**config.mk**
```make
export PLATFORM = sky130hd
export DESIGN_NAME = i2c_regfile_slave
export DESIGN_NICKNAME = d
export VERILOG_FILES = /design/src/rtl/i2c_rf_pkg.sv /design/src/rtl/i2c_rf_sync.sv /design/src/rtl/i2c_rf_ptr.sv /design/src/rtl/i2c_regfile_slave.sv
export SDC_FILE = /design/constraint.sdc
export NUM_CORES = 1
export LEC_CHECK = 0
export BUFFER_PORTS_ARGS = -buffer_cell sky130_fd_sc_hd__buf_2
export CORE_MARGIN = 2
export CORE_UTILIZATION = 40
export CTS_BUF_LIST = sky130_fd_sc_hd__clkbuf_8
export DETAILED_ROUTE_END_ITERATION = 16
export PLACE_DENSITY_LB_ADDON = 0.3
export RECOVER_POWER = 100
export SYNTH_ARGS = -nofsm -noshare
export SYNTH_HDL_FRONTEND = slang
export SYNTH_SLANG_ARGS = --single-unit
```
**constraint.sdc**
```tcl
create_clock -name clk -period 5.4 [get_ports clk]
set_input_delay 1.08 -clock clk [delete_from_list [all_inputs] [get_ports clk]]
set_output_delay 1.08 -clock clk [all_outputs]
set_load 0.03 [all_outputs]
```
**src/rtl/i2c_rf_pkg.sv**
```systemverilog
package i2c_rf_pkg;
   typedef enum logic [2:0] {
      ST_IDLE,
      ST_ADDR,
      ST_AACK,
      ST_RX,
      ST_RACK,
      ST_TX,
      ST_TACK
   } i2c_rf_st_e;
endpackage

```
**src/rtl/i2c_rf_sync.sv**
```systemverilog
module i2c_rf_sync #(
   parameter int STAGES = 2
) (
   input  logic clk,
   input  logic rst_n,
   input  logic scl_i,
   input  logic sda_i,
   output logic sda_s,
   output logic scl_rise,
   output logic scl_fall,
   output logic start_det,
   output logic stop_det
);
   logic [STAGES-1:0] scl_ff, sda_ff;
   logic scl_q, sda_q, scl_s;

   always_ff @(posedge clk or negedge rst_n) begin
      if (!rst_n) begin
         scl_ff <= '1;
         sda_ff <= '1;
         scl_q  <= 1'b1;
         sda_q  <= 1'b1;
      end else begin
         scl_ff <= {scl_ff[STAGES-2:0], scl_i};
         sda_ff <= {sda_ff[STAGES-2:0], sda_i};
         scl_q  <= scl_ff[STAGES-1];
         sda_q  <= sda_ff[STAGES-1];
      end
   end

   assign scl_s     = scl_ff[STAGES-1];
   assign sda_s     = sda_ff[STAGES-1];
   assign scl_rise  = scl_s & ~scl_q;
   assign scl_fall  = ~scl_s & scl_q;
   assign start_det = scl_s & scl_q & sda_q & ~sda_s;
   assign stop_det  = scl_s & scl_q & ~sda_q & sda_s;
endmodule

```
**src/rtl/i2c_rf_ptr.sv**
```systemverilog
module i2c_rf_ptr #(
   parameter int N = 20,
   parameter int W = 5
) (
   input  logic         clk,
   input  logic         rst_n,
   input  logic         clr,
   input  logic         load,
   input  logic [7:0]   load_val,
   input  logic         inc,
   output logic [W-1:0] ptr
);
   logic [W-1:0] ptr_next_inc;

   generate
      if ((1 << W) == N) begin : g_pow2
         assign ptr_next_inc = ptr + W'(1);
      end else begin : g_cmp
         assign ptr_next_inc = (ptr == W'(N - 1)) ? '0 : ptr + W'(1);
      end
   endgenerate

   always_ff @(posedge clk or negedge rst_n) begin
      if (!rst_n)
         ptr <= '0;
      else if (clr)
         ptr <= '0;
      else if (load)
         ptr <= (32'(load_val) < N) ? load_val[W-1:0] : '0;
      else if (inc)
         ptr <= ptr_next_inc;
   end
endmodule

```
**src/rtl/i2c_regfile_slave.sv**
```systemverilog
module i2c_regfile_slave #(
   parameter logic [6:0] DEV_ADDR    = 7'h68,
   parameter int         NUM_REGS    = 20,
   parameter int         SYNC_STAGES = 2,
   localparam int        PTR_W       = $clog2(NUM_REGS)
) (
   input  logic             clk,
   input  logic             rst_n,
   input  logic             pwr_fail,
   input  logic             scl_i,
   input  logic             sda_i,
   output logic             sda_oe,
   output logic [PTR_W-1:0] reg_addr,
   output logic             reg_wr_en,
   output logic [7:0]       reg_wr_data,
   input  logic [7:0]       reg_rd_data
);
   import i2c_rf_pkg::*;

   generate
      if (SYNC_STAGES < 2) begin : g_bad_sync
         $error("SYNC_STAGES must be at least 2");
      end
      if (NUM_REGS < 2 || PTR_W > 8) begin : g_bad_regs
         $error("NUM_REGS must lie in 2..256");
      end
   endgenerate

   logic sda_s, scl_rise, scl_fall, start_det, stop_det;

   i2c_rf_sync #(.STAGES(SYNC_STAGES)) u_sync (
      .clk      (clk),
      .rst_n    (rst_n),
      .scl_i    (scl_i),
      .sda_i    (sda_i),
      .sda_s    (sda_s),
      .scl_rise (scl_rise),
      .scl_fall (scl_fall),
      .start_det(start_det),
      .stop_det (stop_det)
   );

   i2c_rf_st_e st;
   logic [3:0] bitcnt;
   logic [7:0] sh;
   logic       rw, first, ack_ok;
   logic       ev_ok, byte_end, ptr_load, ptr_inc;

   // bus events count only when no condition or power fault overrides them
   assign ev_ok       = ~pwr_fail & ~start_det & ~stop_det;
   assign byte_end    = ev_ok & scl_fall & (bitcnt == 4'd8);
   assign ptr_load    = byte_end & (st == ST_RX) & first;
   assign reg_wr_en   = byte_end & (st == ST_RX) & ~first;
   assign ptr_inc     = reg_wr_en | (byte_end & (st == ST_TX));
   assign reg_wr_data = sh;

   i2c_rf_ptr #(.N(NUM_REGS), .W(PTR_W)) u_ptr (
      .clk     (clk),
      .rst_n   (rst_n),
      .clr     (pwr_fail),
      .load    (ptr_load),
      .load_val(sh),
      .inc     (ptr_inc),
      .ptr     (reg_addr)
   );

   always_ff @(posedge clk or negedge rst_n) begin
      if (!rst_n) begin
         st     <= ST_IDLE;
         bitcnt <= '0;
         sh     <= '0;
         rw     <= 1'b0;
         first  <= 1'b0;
         ack_ok <= 1'b0;
         sda_oe <= 1'b0;
      end else if (pwr_fail) begin
         st     <= ST_IDLE;
         bitcnt <= '0;
         sda_oe <= 1'b0;
      end else if (start_det) begin
         st     <= ST_ADDR;
         bitcnt <= '0;
         sda_oe <= 1'b0;
      end else if (stop_det) begin
         st     <= ST_IDLE;
         sda_oe <= 1'b0;
      end else begin
         unique case (st)
            ST_ADDR, ST_RX: begin
               if (scl_rise) begin
                  sh     <= {sh[6:0], sda_s};
                  bitcnt <= bitcnt + 4'd1;
               end else if (scl_fall && bitcnt == 4'd8) begin
                  if (st == ST_RX) begin
                     sda_oe <= 1'b1;
                     st     <= ST_RACK;
                  end else if (sh[7:1] == DEV_ADDR) begin
                     sda_oe <= 1'b1;
                     rw     <= sh[0];
                     st     <= ST_AACK;
                  end else begin
                     st <= ST_IDLE;
                  end
               end
            end
            ST_AACK: begin
               if (scl_fall) begin
                  bitcnt <= '0;
                  if (rw) begin
                     sh     <= reg_rd_data;
                     sda_oe <= ~reg_rd_data[7];
                     st     <= ST_TX;
                  end else begin
                     sda_oe <= 1'b0;
                     first  <= 1'b1;
                     st     <= ST_RX;
                  end
               end
            end
            ST_RACK: begin
               if (scl_fall) begin
                  sda_oe <= 1'b0;
                  first  <= 1'b0;
                  bitcnt <= '0;
                  st     <= ST_RX;
               end
            end
            ST_TX: begin
               if (scl_rise) begin
                  bitcnt <= bitcnt + 4'd1;
               end else if (scl_fall) begin
                  if (bitcnt == 4'd8) begin
                     sda_oe <= 1'b0;
                     st     <= ST_TACK;
                  end else begin
                     sh     <= {sh[6:0], 1'b0};
                     sda_oe <= ~sh[6];
                  end
               end
            end
            ST_TACK: begin
               if (scl_rise) begin
                  ack_ok <= ~sda_s;
               end else if (scl_fall) begin
                  if (ack_ok) begin
                     sh     <= reg_rd_data;
                     sda_oe <= ~reg_rd_data[7];
                     bitcnt <= '0;
                     st     <= ST_TX;
                  end else begin
                     st <= ST_IDLE;
                  end
               end
            end
            default: ;
         endcase
      end
   end
endmodule

```
==> results of run 1 <==
==> synth_stat cells (2+ instances only) <==
cell type  number
clkbuf_1        4
a21oi_1        11
a31oi_1         3
inv_1           8
nor2b_1         2
o21ai_1         2
nand4b_1        3
a22o_1          3
buf_2           4
mux2i_1         4
and3b_1         3
nor2_1         10
dfrtp_1        24
nor4_4          3
a21o_1          2
ha_1            3
nor3b_1         2
nand2_1        33
mux2_1         10
xnor2_1         2
o31ai_1         2
a221oi_1        2
nand3b_1        3
nand3_1         7
o22ai_1         3
dfstp_2         6
nand2b_1        9
o21ai_0        10
nor3_1          6
==> registers in the layout (all words and copies together) (netlist names) <==
name / flops
first: 1
sda_oe: 1
rw: 1
bitcnt: 4
u_sync.sda_q: 1
u_ptr.ptr: 5
u_sync.sda_ff: 2
st: 3
u_sync.scl_ff: 2
ack_ok: 1
u_sync.scl_q: 1
reg_wr_data: 8
==> layer usage <==
metal	track usage, %	routed length, µm	vias to the layer above
met4	6.87	81	0
met3	4.12	247	9
met2	27.2	1980	42
met5	0	0	-
li1	-	-	808
met1	26.6	2180	797
==> power breakdown <==
part	internal, mW	leakage (nW)	total (mW)	switching, mW
sequential	0.252	0.381	0.290	0.0386
clock	0.101	0.0524	0.186	0.0852
combinational	0.0428	0.466	0.130	0.0873
total	0.395	0.899	0.606	0.211
==> final timing paths <==
check,from,end,slack [ns],cells after the start
worst max-delay path,pwr_fail,reg_wr_en,1.59,5
worst min-delay path,u_sync.sda_ff[0]$_DFF_PN1_,u_sync.sda_ff[1]$_DFF_PN1_,0.36,0
worst max register to register,u_sync.scl_q$_DFF_PN1_,u_ptr.ptr[3]$_DFFE_PN0P_,2.60,4
worst min register to register,u_sync.sda_ff[0]$_DFF_PN1_,u_sync.sda_ff[1]$_DFF_PN1_,0.36,0
max in group asynchronous,rst_n,st[1]$_DFFE_PN0P_,3.25,1
min in group asynchronous,rst_n,rw$_DFFE_PN0P_,1.21,1
==> cell families (layout without fill, tap and decap cells) <==
group	count (synthesis)	count (layout)	share of synthesized area, %
AND/OR/NAND/NOR	90	90	28.1
buffers and inverters	17	43	3.78
flip-flops	30	30	39.5
adder cells (fa/ha/maj)	3	3	1.95
AO/OA/AOI/OAI	49	49	16.7
multiplexers	15	15	8.72
XOR/XNOR	3	3	1.37
==> worst max-delay path, stage by stage <==
cell and delay (ns):
clkbuf_1 0.23, or3b_1 0.53, or3_4 0.37, nor3_1 0.18
clkbuf_1 0.33
==> layout make-up <==
type                    count  area, µm²
clock buffers               6       82.6
flip-flops and latches     30        758
repair buffers             27        114
fillers                   489       2560
multi-input cells         160       1070
clock inverters             2       8.76
well taps                  54       67.6
inverters                   8       30.0
==> impl_results.md, run 1 <==
- Longest Clk Path Bufs: 2
- Initial antenna violation count: 0
- DRT iter0 DRCs: between 100 and 150
- Crit path launch type: input port
- # IOs: 28
- Die H: roughly 73 µm
- GR Overflow Total: 0
- Placed cells: between 200 and 300
- CTS resizes: 0
- Initial DRT Pass Iterations: 4
- H-Tree Depth: 2
- Final core utilization: 45.4%
- Hold slack: 0.360 ns
- Commonest cells after routing, fill and taps aside: 33 x nand2_1, 24 x dfrtp_1, 17 x clkbuf_1
- Post-Syn Nets: approximately 220
- Min Clock Period, post-route: about 3.8 ns
- Starting density of the core: 41.0%
- Share of layout cells above drive strength 1: between 10% and 20%
- Row Count: 25
- Vias in the first global route: roughly 1600
- Clk slew on worst S/H paths: 0.06 ns
- DIE AREA: about 0.0054 mm²
- Unrepaired setup endpoints after global routing: false
- Non-filler cells in the finished layout: around 290
- Failing checks: max-capacitance violations, max-slew violations
- Root buffer cell: clkbuf_8
- Area contributors post-synth: dfrtp_1 31%, dfstp_2 8.2%, nand2_1 6.4%, mux2_1 5.9%, nor4_4 3.3%
- Worst IR drop on VDD: 0.000170 V
- WP data required: 4.32 ns
- Mapped Area: 0.00192 mm²
- Setup TNS: 0 ns
- Num CTS Buffers: 5
- Vias: around 1700
- Clock Sinks: 30
- Die X: about 73 µm
- Worst skew pair latency: approximately 0.28 ns
- Final Max Tran Viols: 31
- First-pass GRT wire length: about 7.6 mm
- Sequential area share after synthesis: roughly two fifths
- FFs w/ async S/R, synth: 100%
- CTS Hold Bufs: 0
- Routed Antenna Nets: 0
- Yosys warns: 0
- Drt wl/cell: about 16 µm
- Netlist cell types: 52
- Commonest non-fill, non-tap cell in the layout: nand2_1
- Place WS: ~1.9 ns
- Highest Clock Rate: approximately 0.26 GHz
- Status: finished, violations left
- Pwr dens: 284 mW/mm²
- HP Class: reg2reg
- Critical path data arrival time: roughly 2.7 ns
- Flop and latch count out of synthesis: 30
- Design Area, Final: 0.00213 mm²
- Total power: about 0.6 mW
- GPL Wtd Cong: 0.836
- Final setup fails: 0
- Synth top area share: a little under a third
- Total wire length: 4.49 mm
- Setup WS post-layout: between 1.5 and 2 ns
- Crit path kind: in2out
- Worst relative slew slack: -8.40%
- Vias per std cell: between 5 and 6
- Tcrit/Tclk final: a little over two thirds
- GRT Overall Usage: between 10% and 20%
- P_leak: around 0.9 nW
- Syn avg cell area: slightly above 9 µm²
- DRC violations left: 0
- CTS tree: done
- Post-synth EDFFs: 0
- # diodes: 0
- Placed cell area: 0.00208 mm²
- Final hold violations: 0
- Post-CTS setup buffers: 0
- PortBufs: 27
- Core area: between 0.004 and 0.005 mm²
- Area Overhead vs Synth: 10.9%
- Max Fanout on Critical Path: 13
- Post-DP HPWL: 3.10 mm
- Worst Skew: 0.00391 ns
- CP Capture Type: primary output
- Final nets: between 200 and 250
- Largest net degree at the start of global routing: 31
- Cell accounting for the most synthesized area: dfrtp_1
- Syn Inst Count: 207
- Worst-margin pin slew: 1.63 ns
- Max cap viols: 1
- Ys flop type: dfrtp_1
No activity file was read; power rests on OpenSTA's default activity.
==> inputs of run 2 (changes only) <==
--- a/config.mk
+++ b/config.mk
@@ -5,6 +5,7 @@
 export SDC_FILE = /design/constraint.sdc
 export NUM_CORES = 1
 export LEC_CHECK = 0
+export ABC_AREA = 1
 export BUFFER_PORTS_ARGS = -buffer_cell sky130_fd_sc_hd__buf_2
 export CORE_MARGIN = 2
 export CORE_UTILIZATION = 40
==> constraint.sdc (replaced) <==
create_clock -name clk -period 3.3 [get_ports clk]
set_input_delay 0.66 -clock clk [delete_from_list [all_inputs] [get_ports clk]]
set_output_delay 0.66 -clock clk [all_outputs]
set_load 0.03 [all_outputs]
==> run 2 against run 1 <==
Net effect: clock skew grew 0.0050 ns; final area grew 5.8%; utilization grew 2.0 points; die area grew 3.2%; sequential power grew 36%; critical endpoint unchanged; clock power grew 100%; count of clock-buffer cells in the layout is the same; critical path depth grew 2; the flow still finishes with violations (max-capacitance violations, max-slew violations).
==> impl_results.md, run 2 <==
- GR Layer Usage met3: under 10%
- Area Overhead vs Synth: 13.5%
- Sequential area share after synthesis: 38.2%
- Setup TNS: 0 ns
- # fillers: 520
- Die H: about 74 µm
- Root buffer cell: clkbuf_8
- # diodes: 0
- Pwr dens: 380 mW/mm²
- Yosys warns: 0
- Clk slew on worst S/H paths: approximately 0.06 ns
- Final hold violations: 0
- Met2 GRT Util: between 20% and 30%
- First-pass GRT wire length: ~8 mm
- GRT Max-Usage Layer: met1
- Post-CTS setup buffers: 0
- DRC violations left: 0
- Crit path kind: reg2out
- # IOs: 28
- Unrepaired setup endpoints after global routing: false
- Register area: 758 µm²
- Non-filler cells in the finished layout: 386
- Commonest non-fill, non-tap cell in the layout: nand2_1
- Min Clock Period, post-route: roughly 2.6 ns
- Mapped Area: approximately 0.0020 mm²
- Placed cells: around 380
- Ys flop type: dfrtp_1
- CP Capture Type: primary output
- FFs w/ async S/R, synth: between 90% and 100%
- Flop and latch count out of synthesis: 30
- Syn Inst Count: approximately 290
- HP Class: reg2reg
- WP data required: roughly 2.6 ns
- Vias in the first global route: around 1700
- Tcrit/Tclk final: slightly below 80%
- Routing usage on met1: 28.5%
- DRT iter0 DRCs: around 130
- Highest Clock Rate: around 0.39 GHz
- GR Overflow Total: 0
- Max Fanout on Critical Path: 5
- Final nets: between 300 and 400
- Worst IR drop on VDD: approximately 0.00016 V
- Num CTS Buffers: 5
- Crit path launch type: flip-flop
- Commonest cells after routing, fill and taps aside: 96 x nand2_1, 34 x nand3_1, 28 x nor2_1
- Final setup fails: 0
- Synth top area share: between 30% and 40%
- Post-Syn Nets: between 300 and 400
- Cell accounting for the most synthesized area: dfrtp_1
- Initial antenna violation count: 0
- Die X: about 74 µm
- Syn avg cell area: between 6 and 7 µm²
- Initial DRT Pass Iterations: 4
- PortBufs: 27
- Post-DP HPWL: roughly 3.6 mm
- Longest Clk Path Bufs: 2
- Max reg flops: 8
- Multi-input logic area: roughly 0.0011 mm²
- Critical path data arrival time: 1.92 ns
- Clock Sinks: 30
- Status: finished, violations left
- Netlist cell types: 32
- GRT Overall Usage: roughly a fifth
- Post-synth EDFFs: 0
- Worst Skew: between 0.008 and 0.009 ns
- Worst-margin pin slew: 1.66 ns
- Top cells by count, synth: 94 x nand2_1, 33 x nand3_1, 26 x nor2_1
- Worst skew pair latency: around 0.28 ns
- Starting density of the core: between 40% and 50%
- Vias per std cell: around 5.0
- Row Count: 25
- Top-count cell post-synth: nand2_1
- GPL Wtd Cong: approximately 0.92
- Drt wl/cell: 12.5 µm
- CTS tree: done
- Routed Antenna Nets: 0
- Max cap viols: 1
- Worst relative slew slack: -11.0%
- Area contributors post-synth: dfrtp_1 30%, nand2_1 18%, nand3_1 8.3%, dfstp_2 7.9%, o21ai_0 5.8%
- Failing checks: max-capacitance violations, max-slew violations
- DIE AREA: about 0.0055 mm²
- CTS resizes: 0
- Total wire length: approximately 4.8 mm
- P_leak: approximately 1.1 nW
- H-Tree Depth: 2
- Vias: approximately 1900
- Core area: ~0.0048 mm²
- Largest net degree at the start of global routing: 31
- CTS Hold Bufs: 0
- Share of layout cells above drive strength 1: 12.9%
- Final Max Tran Viols: 31
-- run 2: changes by cell type after synthesis, sizes merged, moves of 4 or more --
cell and delta:
nand2b -9, mux2i -4, inv +22, clkbuf -4
nor2 +22, nor4 -4, nand3 +28, mux2 -11
nand4b -4, o21ai +14, nand2 +68, nand4 +5
-- run 2: final cells by class --
cell class	instances	share of cell area, %
Tap cell	67	3.72
Timing Repair Buffer	27	5.11
Clock buffer	6	3.66
Inverter	30	5.22
Sequential cell	30	33.6
Clock inverter	2	1.50
Multi-Input combinational cell	224	47.2
-- run 2: routing by layer --
| metal | routed length, µm | vias up |
|---|---|---|
| li1 | - | 992 |
| met1 | 2330 | 869 |
| met2 | 2160 | 71 |
| met3 | 274 | 9 |
| met4 | 63 | 0 |
| met5 | 0 | - |
-- run 2: logic make-up (layout without fill, tap and decap cells) --
logic type	Yosys count	in the layout	synth area share, %
compound gates	38	38	10.6
simple gates	181	181	41.3
flops	30	30	38.2
xor+xnor	2	2	0.882
buf+inv	33	65	7.12
fa+ha+maj	3	3	1.89
-- run 2: per-stage QoR --
step	cell area, µm²	utilization [%]	setup WS (ns)	hold WS (ns)	total power, mW
floorplan	1990	-	1.12	0.345	0.451
global placement	2180	45.9	0.987	0.346	0.486
detailed placement	2180	45.9	0.974	0.347	0.486
CTS	2300	48.3	0.820	0.356	0.872
global route	2250	47.4	0.510	0.367	0.897
finish	2250	47.4	0.717	0.361	0.858
-- run 2: power breakdown --
| group | internal (mW) | switching (mW) |
|---|---|---|
| Combinational | 0.0221 | 0.0607 |
| Sequential | 0.382 | 0.0116 |
| Clock | 0.243 | 0.138 |
-- run 2: worst paths after layout --
kind                                              end                  startpoint  slack, ns  cells after the start
max reg2reg                     bitcnt[0]$_DFFE_PN0P_           st[1]$_DFFE_PN0P_       0.83                      9
max                                         reg_wr_en       bitcnt[0]$_DFFE_PN0P_       0.72                      7
min in group asynchronous  reg_wr_data[0]$_DFFE_PN0P_                       rst_n       0.80                      1
min                        u_sync.scl_ff[1]$_DFF_PN1_  u_sync.scl_ff[0]$_DFF_PN1_       0.36                      0
min reg2reg                u_sync.scl_ff[1]$_DFF_PN1_  u_sync.scl_ff[0]$_DFF_PN1_       0.36                      0
max in group asynchronous       bitcnt[1]$_DFFE_PN0P_                       rst_n       1.54                      1
-- run 2: critical path, cell delays in order, from the launching register on --
cell and delay [ns]:
dfrtp_1 0.42, inv_1 0.09, ha_1 0.14, nand3_1 0.18, nor2_1 0.29, nand2_1 0.11, nor2_1 0.09, clkbuf_1 0.32
